`src/rtl/ser_gate_pkg.sv`:
```
package ser_gate_pkg;
  typedef enum logic [1:0] {
    SG_FLOW      = 2'd0,
    SG_WAIT_OLD  = 2'd1,
    SG_SOLO      = 2'd2,
    SG_WAIT_SOLO = 2'd3
  } sg_state_e;
endpackage

```
`src/rtl/ser_inflight_cnt.sv`:
```
module ser_inflight_cnt #(
  parameter int MAX_INFLIGHT = 16,
  parameter int RET_MAX      = 4,
  localparam int CNT_W = $clog2(MAX_INFLIGHT + 1),
  localparam int RET_W = $clog2(RET_MAX + 1)
) (
  input  logic             clk,
  input  logic             rst_n,
  input  logic             flush,
  input  logic             inc,
  input  logic [RET_W-1:0] dec,
  output logic [CNT_W-1:0] cnt_q,
  output logic             idle,
  output logic             full
);
  localparam int SUM_W = (CNT_W > RET_W ? CNT_W : RET_W) + 1;

  logic [SUM_W-1:0] sum;
  logic [SUM_W-1:0] dec_ext;
  logic [CNT_W-1:0] cnt_d;

  always_comb begin
    sum     = SUM_W'(cnt_q) + SUM_W'(inc);
    dec_ext = SUM_W'(dec);
    if (flush || dec_ext >= sum) cnt_d = '0;
    else                          cnt_d = CNT_W'(sum - dec_ext);
  end

  always_ff @(posedge clk) begin
    if (!rst_n) cnt_q <= '0;
    else        cnt_q <= cnt_d;
  end

  assign idle = (cnt_q == '0);
  assign full = (cnt_q >= CNT_W'(MAX_INFLIGHT));
endmodule

```
`src/rtl/ser_fsm.sv`:
```
module ser_fsm
  import ser_gate_pkg::*;
(
  input  logic      clk,
  input  logic      rst_n,
  input  logic      flush,
  input  logic      head_valid,
  input  logic      head_serial,
  input  logic      fire,
  input  logic      idle,
  output sg_state_e state_q,
  output logic      dec_enable,
  output logic      single_issue
);
  sg_state_e state_d;

  always_comb begin
    state_d = state_q;
    unique case (state_q)
      SG_FLOW:      if (head_valid && head_serial) state_d = idle ? SG_SOLO : SG_WAIT_OLD;
      SG_WAIT_OLD:  if (idle) state_d = SG_SOLO;
      SG_SOLO:      if (fire) state_d = SG_WAIT_SOLO;
      SG_WAIT_SOLO: if (idle) state_d = SG_FLOW;
      default:      state_d = SG_FLOW;
    endcase
    if (flush) state_d = SG_FLOW;
  end

  always_ff @(posedge clk) begin
    if (!rst_n) state_q <= SG_FLOW;
    else        state_q <= state_d;
  end

  assign dec_enable   = !flush && (state_q == SG_FLOW || state_q == SG_SOLO);
  assign single_issue = (state_q == SG_SOLO);
endmodule

```
`src/rtl/ser_gate.sv`:
```
module ser_gate
  import ser_gate_pkg::*;
#(
  parameter int MAX_INFLIGHT = 16,
  parameter int RET_MAX      = 4,
  localparam int CNT_W = $clog2(MAX_INFLIGHT + 1),
  localparam int RET_W = $clog2(RET_MAX + 1)
) (
  input  logic             clk,
  input  logic             rst_n,
  input  logic             flush,
  input  logic             head_valid,
  input  logic             head_serial,
  output logic             head_ready,
  input  logic [RET_W-1:0] retire_cnt,
  output logic             dec_enable,
  output logic             single_issue,
  output logic             pipe_idle
);
  sg_state_e        state_q;
  logic [CNT_W-1:0] cnt_q;
  logic             full;
  logic             fire;

  assign head_ready = dec_enable && !full && (single_issue || !head_serial);
  assign fire       = head_valid && head_ready;

  ser_inflight_cnt #(.MAX_INFLIGHT(MAX_INFLIGHT), .RET_MAX(RET_MAX)) u_cnt (
    .clk   (clk),
    .rst_n (rst_n),
    .flush (flush),
    .inc   (fire),
    .dec   (retire_cnt),
    .cnt_q (cnt_q),
    .idle  (pipe_idle),
    .full  (full)
  );

  ser_fsm u_fsm (
    .clk          (clk),
    .rst_n        (rst_n),
    .flush        (flush),
    .head_valid   (head_valid),
    .head_serial  (head_serial),
    .fire         (fire),
    .idle         (pipe_idle),
    .state_q      (state_q),
    .dec_enable   (dec_enable),
    .single_issue (single_issue)
  );
endmodule

```
`config.mk`:
```
export PLATFORM = sky130hd
export DESIGN_NAME = ser_gate
export DESIGN_NICKNAME = d
export VERILOG_FILES = /design/src/rtl/ser_gate_pkg.sv /design/src/rtl/ser_inflight_cnt.sv /design/src/rtl/ser_fsm.sv /design/src/rtl/ser_gate.sv
export SDC_FILE = /design/constraint.sdc
export NUM_CORES = 1
export LEC_CHECK = 0
export CAP_MARGIN = 20
export CORE_MARGIN = 5
export CORE_UTILIZATION = 45
export CTS_BUF_LIST = sky130_fd_sc_hd__clkbuf_8
export CTS_CLUSTER_DIAMETER = 60
export DETAILED_ROUTE_END_ITERATION = 6
export DONT_BUFFER_PORTS = 1
export HOLD_SLACK_MARGIN = 0.03
export PLACE_DENSITY = 0.68
export RECOVER_POWER = 25
export SYNTH_ARGS = -nofsm -noshare
export SYNTH_HDL_FRONTEND = slang
export SYNTH_SLANG_ARGS = --single-unit
```
`constraint.sdc`:
```
create_clock -name clk -period 7 [get_ports clk]
set_input_delay 1.4 -clock clk [delete_from_list [all_inputs] [get_ports clk]]
set_output_delay 1.4 -clock clk [all_outputs]
set_load 0.01 [all_outputs]
```
==> flow_summary.ini, run 1 <==
[setup_path]
cp_cell_sequence = or3b_1 -> a21oi_1 -> ha_1 -> ha_1 -> xor2_1 -> ha_1 -> a21o_1 -> a31oi_1 -> o41ai_2 -> nor3b_1
critPathBufInv = 0
crit_arrival_ns = 3.67
path_common_cell = ha_1
critPathTopFamily = compound AO/OA/AOI/OAI gates
worstPathMaxFanout = 5
critical_path_class = primary input to flip-flop
required_ns = 7.08
start_kind = primary input
slowest_stage = o41ai_2
crit_path_max_incr_delay_ns = 0.56
cp-end-kind = flip-flop

[power]
p_switching_mw = 0.0388
irDropWorstVdd_uv = 78.4
p_leak_nw = 0.348
p_comb_frac = 0.271
seq_power_share = 0.336
power_mw = 0.135
p_int_mw = 0.0965
swShare = 0.287
clockPowerShare = 0.393
powerDensity_nw_per_um2 = 192

[yosys]
synth.distinct_cells = 26
synth-seq-area-share = 0.214
synth_area_um2 = 656
synth-edff-count = 0
synthArstFlopShare = 0
avgSynthCellArea_um2 = 8.41
synth-main-ff-cell = dfxtp_1
synth-seq-cells = 7
synth_top_area_share = 0.229
synth_top_cell_by_area = ha_1
ys_top_cells_by_area = ha_1 (23%), dfxtp_1 (21%), inv_1 (7.4%)
syn_nets = 99
syn_inst = 78
yosys_warnings = 0

[sta]
hold_ws_ns = 0.664
finClkSkew_ns = 0.000814
final.setup.tns_ns = 0
rsz0062_at_grt = false
tightestPinTransition_ns = 0.848
fin_crit_sh = 0.512
setup_viol = 0
slew_violations = 0
worst_slack_ns = 3.41
max-slew-margin-rel = 0.420
fin_crit_ns = 3.59
report.final.hold_viol_count = 0
fmax_mhz = 279

[cells_and_area]
post-route-util = 0.527
area_growth_pct = 7.25
final_nets = 104
layout-drive-gt1-share = 0.0488
antenna_cells = 0

[place]
dp_hpwl_um = 969
port_buffers = 0
place_ws_ns = 3.18
routabilityCongestion = 0.774

[die]
std_cell_rows = 13
core_area_um2 = 1330
io_pins = 12
dieHeight_um = 48.2
die-area_um2 = 2320
initial_core_util = 0.492
die_x_um = 48.2

[global_routing]
antenna_found_initial = 0
grt_usage = 0.124
overflow = 0
grt_max_degree = 7
grt_pass1_wl_um = 1900
grt_pass1_vias = 508

[clock_tree]
cts_tree = yes
cts_resized = 0
cts_setup_buffers = 0
clockBufferDepth = 2
cts_sinks = 7
cts_buffers = 3
hold_buffers = 0
ctsRootBufferMaster = clkbuf_8
clkTransAtPathRegs_ns = 0.04
htreeDepth = 1
clkLatencyLatePin_ns = 0.22

[outcome]
status = completed

[job]
maxCapViolCount = 0

[route]
vias = 525
wl_um = 1120
ant_nets = 0
wl_per_cell_um = 11.5
drc = 0
drt_iter0_markers = 8
dr.pass1.iters = 4
via_per_inst = 5.41

[hold_path]
min_path_type = flip-flop to flip-flop
[state kept, by name (all words and copies together) (netlist names)]
signal         count
u_cnt.cnt_q        5
u_fsm.state_q      2
[cell usage after synthesis, types with 2 or more instances]
cell	n
inv_1	13
ha_1	12
dfxtp_1	7
nor2_1	6
a21oi_1	4
nand3_1	4
a31oi_1	3
nand2_1	3
nor2b_1	3
nand2b_1	2
nor3_1	2
nor3b_1	2
o21ai_0	2
xnor2_1	2
xor2_1	2
[layout make-up]
type / instances / area (um2)
fillers: 137 / 631
multi-input cells: 58 / 450
flip-flops and latches: 7 / 140
inverters: 13 / 48.8
clock buffers: 3 / 41.3
well taps: 15 / 18.8
clock inverters: 1 / 3.75
[cell families (layout without fill, tap and decap cells)]
| logic type | count (synthesis) | after routing | share of synthesized area |
|---|---|---|---|
| AOI/OAI and AO/OA | 15 | 15 | 0.181 |
| xor gates and xnor gates | 4 | 4 | 0.0534 |
| adders and majority gates | 13 | 13 | 0.260 |
| buffers and inverters | 13 | 17 | 0.0744 |
| DFF | 7 | 7 | 0.214 |
| and+or+nand+nor | 26 | 26 | 0.218 |
[power groups by stage]
stage                     logic (mW)  registers, mW  clock network (mW)
after floorplan               0.0326         0.0455                   0
after global placement        0.0380         0.0460                   0
after detailed placement      0.0389         0.0460                   0
after CTS                     0.0392         0.0454              0.0550
after global routing          0.0425         0.0456              0.0578
final                         0.0366         0.0454              0.0532
[final timing paths]
check / start / end / slack, ns / depth (start not counted)
max: flush / u_cnt.cnt_q[3] / 3.41 / 10
max reg2reg: u_fsm.state_q[0] / u_cnt.cnt_q[3] / 4.17 / 12
min reg2reg: u_fsm.state_q[1] / u_fsm.state_q[1] / 0.66 / 2
min: u_fsm.state_q[1] / u_fsm.state_q[1] / 0.66 / 2
[per-stage QoR]
step                      instance area, um2  std cells
after floorplan                          656         78
final                                    703         97
after detailed placement                 674         93
after global placement                   674         93
after CTS                                719         97
after global routing                     703         97
[worst reg2reg max path, delay by kind of cell (launching register included)]
kind	cells	cell delay, ns
AOI/OAI and AO/OA	4	0.81
xor gates and xnor gates	1	0.18
adders and majority gates	4	1.06
buffers and inverters	2	0.18
DFF	1	0.35
and+or+nand+nor	1	0.11
[layout by cell type, fill, tap and decap left out, drive strengths merged, types with 3 or more instances in the layout]
master,instances
a21oi,4
nor2b,3
inv,14
nand3,4
nand2,3
ha,12
nor2,6
a31oi,3
clkbuf,3
dfxtp,7
[layer usage]
| metal | vias to the layer above | part of all wire | global-route usage |
|---|---|---|---|
| li1 | 270 | - | - |
| met1 | 236 | 0.47 | 0.153 |
| met2 | 15 | 0.41 | 0.177 |
| met3 | 4 | 0.080 | 0.0148 |
| met4 | 0 | 0.038 | 0.129 |
| met5 | - | 0 | 0 |
Note: power is estimated with default switching activity, not from simulation.
==> inputs of run 2 (changes only) <==
==> constraint.sdc (replaced) <==
create_clock -name clk -period 3.7 [get_ports clk]
set_input_delay 0.74 -clock clk [delete_from_list [all_inputs] [get_ports clk]]
set_output_delay 0.74 -clock clk [all_outputs]
set_load 0.01 [all_outputs]
==> run 2 against run 1 <==
Against the previous run: routed wire length up 7.1%; first-iteration DRC count down 13%; total power up 90%; largest power group unchanged.
==> flow_summary.ini, run 2 (synthesis gave the netlist of run 1 again) <==
[place]
dp_hpwl_um = 1020
routabilityCongestion = 0.856
dpl_cell_area_um2 = 674
port_buffers = 0
dp_cells = 93
place_ws_ns = 0.535

[clock_tree]
ctsRootBufferMaster = clkbuf_8
cts_resized = 0
cts_setup_buffers = 0
hold_buffers = 0
htreeDepth = 1
clkTransAtPathRegs_ns = 0.04
cts_sinks = 7
cts_tree = yes
cts_buffers = 3
clockBufferDepth = 2
clkLatencyLatePin_ns = 0.22

[cells_and_area]
post-route-util = 0.527
top_register = u_cnt.cnt_q
reg_top3 = u_cnt.cnt_q: 5 flops, u_fsm.state_q: 2 flops
area_growth_pct = 7.25
final_cell_mix = inv_1 (14), ha_1 (12), dfxtp_1 (7), nor2_1 (6)
final_nets = 104
largest_reg_flops = 5
layout-drive-gt1-share = 0.0488
design_area_um2 = 703
antenna_cells = 0
multi_input_area_um2 = 450
layout.cells.most_common = inv_1
seq_area_um2 = 140
finalNonFillerCells = 97
fillerInstances = 131

[route]
ant_nets = 0
via_per_inst = 5.30
drt_iter0_markers = 7
dr.pass1.iters = 4
wl_um = 1200
vias = 514
drc = 0
wl_per_cell_um = 12.3

[sta]
tightestPinTransition_ns = 0.844
fin_crit_ns = 2.95
worst_slack_ns = 0.748
max-slew-margin-rel = 0.423
final.setup.tns_ns = 0
fin_crit_sh = 0.798
setup_viol = 0
slew_violations = 0
report.final.hold_viol_count = 0
fmax_mhz = 339
rsz0062_at_grt = false
finClkSkew_ns = 0.00153

[setup_path]
rr_startpoint = u_fsm.state_q[0]
reg2reg_depth = 12
path_common_cell = ha_1
reg2reg_to = u_cnt.cnt_q[2]
crit_path_max_incr_delay_ns = 0.55
cp-end-kind = flip-flop
critical_path_class = primary input to flip-flop
crit_arrival_ns = 3.04
crit_end = u_cnt.cnt_q[2]
cp_cell_sequence = or3b_1 -> a21oi_1 -> ha_1 -> ha_1 -> xor2_1 -> ha_1 -> a21o_1 -> a31oi_1 -> o41ai_2 -> nor2_1
worstPathMaxFanout = 5
slowest_stage = o41ai_2
r2r_slack_ns = 0.84
start_kind = primary input
required_ns = 3.79
startpoint = flush

[global_routing]
overflow = 0
antenna_found_initial = 0
grt_max_degree = 7
grt_usage = 0.128
met1_usage = 0.155
busiest_layer = met2
grt_pass1_wl_um = 1990
met2_usage = 0.198
grtUsageMet3 = 0.0258
grt_pass1_vias = 492

[die]
io_pins = 12
die_x_um = 48.2
std_cell_rows = 13
dieHeight_um = 48.2
core_area_um2 = 1330
initial_core_util = 0.492
die-area_um2 = 2320

[power]
powerDensity_nw_per_um2 = 365
irDropWorstVdd_uv = 131
p_leak_nw = 0.348

[job]
maxCapViolCount = 0

[hold_path]
worstHoldStart = u_fsm.state_q[1]
min_path_type = flip-flop to flip-flop

[outcome]
status = completed
[run 2: power by group]
group	total [mW]	internal [mW]	leakage [nW]	switching, mW
Sequential	0.0860	0.0809	0.0569	0.00502
Clock	0.102	0.0714	0.0269	0.0302
Combinational	0.0691	0.0301	0.264	0.0390
[run 2: per-layer routing]
metal | wire, um | vias to the layer above
met5 | 0 | -
met2 | 495 | 20
met4 | 34 | 0
met1 | 551 | 215
li1 | - | 274
met3 | 114 | 5
[run 2: final cells by class]
cell class / instances / share of cell area
sequential: 7 / 0.199
clock buffer: 3 / 0.0587
tap: 15 / 0.0267
inverter: 13 / 0.0694
multi-input combinational: 58 / 0.641
clock inverter: 1 / 0.00534
[run 2: worst max-delay path: cells and delay by family]
family	cells	cell delay, ns
simple gates	2	0.48
fa+ha+maj	3	0.64
compound gates	4	0.92
xor+xnor	1	0.25
[run 2: worst min path at each step]
stage | end | slack, ns | cells past startpoint
after floorplan | u_fsm.state_q[1] | 0.60 | 2
after global placement | u_fsm.state_q[1] | 0.65 | 2
after detailed placement | u_fsm.state_q[1] | 0.64 | 2
after CTS | u_fsm.state_q[1] | 0.66 | 2
after global routing | u_fsm.state_q[1] | 0.70 | 2
final | u_fsm.state_q[1] | 0.65 | 2
[run 2: metrics by stage]
| step | total power [mW] | hold WS [ns] |
|---|---|---|
| floorplan | 0.148 | 0.599 |
| global placement | 0.159 | 0.653 |
| detailed placement | 0.161 | 0.644 |
| CTS | 0.265 | 0.663 |
| global route | 0.279 | 0.700 |
| finish | 0.257 | 0.650 |
==> inputs of run 3 (changes only) <==
--- a/config.mk
+++ b/config.mk
@@ -5,6 +5,7 @@
 export SDC_FILE = /design/constraint.sdc
 export NUM_CORES = 1
 export LEC_CHECK = 0
+export ABC_AREA = 1
 export CAP_MARGIN = 20
 export CORE_MARGIN = 5
 export CORE_UTILIZATION = 45
==> constraint.sdc (replaced) <==
create_clock -name clk -period 2.9 [get_ports clk]
set_input_delay 0.58 -clock clk [delete_from_list [all_inputs] [get_ports clk]]
set_output_delay 0.58 -clock clk [all_outputs]
set_load 0.01 [all_outputs]
==> run 3 against run 2 <==
Against the previous run: routed wire length fell by 8.9%; core utilization rose by 1.8 points; critical path depth rose by 6; clock power rose by 31%; flip-flop and latch count did not move; cell area rose by 4.6%.
==> flow_summary.ini, run 3 <==
[outcome]
status = completed

[sta]
report.final.hold_viol_count = 0
slew_violations = 0
max-slew-margin-rel = 0.819
final.setup.tns_ns = 0
fin_crit_sh = 0.902
rsz0062_at_grt = false
tightestPinTransition_ns = 0.270
setup_viol = 0
fmax_mhz = 382
fin_crit_ns = 2.62
worst_slack_ns = 0.284
finClkSkew_ns = 0.000227

[yosys]
synth_top_area_share = 0.226
avgSynthCellArea_um2 = 7.05
synth_most_common_cell = inv_1
synth-edff-count = 0
synth-main-ff-cell = dfxtp_1
synth-seq-cells = 7
synth-seq-area-share = 0.211
synth.distinct_cells = 17
synthArstFlopShare = 0
synth_commonest_cells = inv_1 (21), nor2_1 (16), ha_1 (12)
synth_top_cell_by_area = ha_1
synth_area_um2 = 663
syn_inst = 94
syn_nets = 115
yosys_warnings = 0
ys_top_cells_by_area = ha_1 (23%), dfxtp_1 (21%), inv_1 (12%)

[setup_path]
start_kind = flip-flop
slowest_stage = dfxtp_1
reg2reg_depth = 16
worstPathMaxFanout = 5
r2r_slack_ns = 0.28
critical_path_class = flip-flop to flip-flop
crit_end = u_cnt.cnt_q[3]
crit_arrival_ns = 2.72
startpoint = u_fsm.state_q[0]
rr_startpoint = u_fsm.state_q[0]
required_ns = 3.01
cp_cell_sequence = inv_1 -> ha_2 -> nor2_2 -> nor2_2 -> nand3_1 -> inv_1 -> ha_1 -> ha_1 -> ha_1 -> inv_1 -> a21oi_1 -> o21ai_0 -> nand2_1 -> nand2_1 -> nand2_1 -> nor2_1
crit_path_max_incr_delay_ns = 0.38
cp-end-kind = flip-flop
reg2reg_to = u_cnt.cnt_q[3]

[clock_tree]
clockBufferDepth = 2
ctsRootBufferMaster = clkbuf_8
cts_resized = 0
clkTransAtPathRegs_ns = 0.04
cts_sinks = 7
htreeDepth = 1
cts_setup_buffers = 0
clkLatencyLatePin_ns = 0.22
hold_buffers = 0
cts_buffers = 3
cts_tree = yes

[job]
maxCapViolCount = 0

[hold_path]
min_path_type = primary input to flip-flop

[cells_and_area]
top_register = u_cnt.cnt_q
antenna_cells = 0
layout-drive-gt1-share = 0.112
reg_top3 = u_cnt.cnt_q: 5 flops, u_fsm.state_q: 2 flops
area_growth_pct = 10.9
fillerInstances = 133
final_cell_mix = inv_1 (21), nor2_1 (14), nand2_1 (11), ha_1 (11)
largest_reg_flops = 5
final_nets = 120
layout.cells.most_common = inv_1

[die]
dieHeight_um = 48.4
initial_core_util = 0.491
die-area_um2 = 2340
std_cell_rows = 13
io_pins = 12
core_area_um2 = 1350
die_x_um = 48.4

[route]
wl_um = 1090
dr.pass1.iters = 4
wl_per_cell_um = 9.65
ant_nets = 0
drc = 0
drt_iter0_markers = 7
via_per_inst = 4.78
vias = 540

[place]
place_ws_ns = 0.142
port_buffers = 0
dp_hpwl_um = 966
routabilityCongestion = 0.767

[global_routing]
grt_pass1_vias = 531
grt_max_degree = 6
antenna_found_initial = 0
grt_pass1_wl_um = 2070
overflow = 0
grt_usage = 0.107

[power]
p_leak_nw = 0.394
powerDensity_nw_per_um2 = 481
irDropWorstVdd_uv = 268
-- run 3: changes by cell type after synthesis, sizes merged, moves of 2 or more --
cell,before,now
a31oi,3,0
nor2b,3,0
nor3,2,0
inv,13,21
nor2,6,16
nor3b,2,0
nand4,0,2
nand2,3,11
nand2b,2,0
nand3,4,6
a21oi,4,8
o21bai,0,2
-- run 3: worst min-delay path by stage --
stage	startpoint	cells past startpoint	to	slack [ns]
finish	flush	3	u_fsm.state_q[1]	0.53
detailed placement	u_fsm.state_q[1]	2	u_fsm.state_q[1]	0.54
global route	flush	3	u_fsm.state_q[1]	0.54
CTS	flush	3	u_fsm.state_q[1]	0.53
global placement	u_fsm.state_q[1]	2	u_fsm.state_q[1]	0.54
floorplan	u_fsm.state_q[1]	2	u_fsm.state_q[1]	0.50
-- run 3: cell type report --
cell class / instances / area [um2] / area share
Clock buffer: 3 / 41.3 / 0.0561
Inverter: 21 / 78.8 / 0.107
Clock inverter: 1 / 5.00 / 0.00680
Sequential cell: 7 / 140 / 0.190
Tap cell: 15 / 18.8 / 0.0255
Multi-Input combinational cell: 66 / 452 / 0.614
-- run 3: cell families after synthesis --
kind of cell,after synthesis,synth area share
xor gates and xnor gates,5,0.0660
DFF,7,0.211
and+or+nand+nor,37,0.251
buffers and inverters,21,0.119
adders and majority gates,13,0.257
AOI/OAI and AO/OA,11,0.0962
-- run 3: through the flow --
stage	utilization	power (mW)	instances	cell area (um2)	hold slack, ns
after floorplan	-	0.203	94	663	0.503
after global placement	0.505	0.220	109	682	0.536
after detailed placement	0.505	0.221	109	682	0.537
after CTS	0.539	0.359	113	728	0.533
after global routing	0.545	0.391	113	736	0.539
final	0.545	0.354	113	736	0.535
-- run 3: metal layers --
layer,track usage,up-vias,share of wire
li1,-,297,-
met1,0.132,229,0.50
met2,0.157,14,0.42
met3,0.0612,0,0.087
met4,0.0276,0,0
met5,0,-,0
-- run 3: worst max-delay path: cells and delay by family (launching register included) --
family	cells	cell delay, ns
adders and majority gates	4	1.06
and+or+nand+nor	7	0.66
DFF	1	0.38
AOI/OAI and AO/OA	2	0.21
buffers and inverters	3	0.18
-- run 3: where the power goes --
part           internal (mW)  switching [mW]  leakage, nW
Clock                 0.0929          0.0409       0.0255
Sequential             0.104         0.00807       0.0570
Combinational         0.0433          0.0650        0.311
Total                  0.240           0.114        0.394
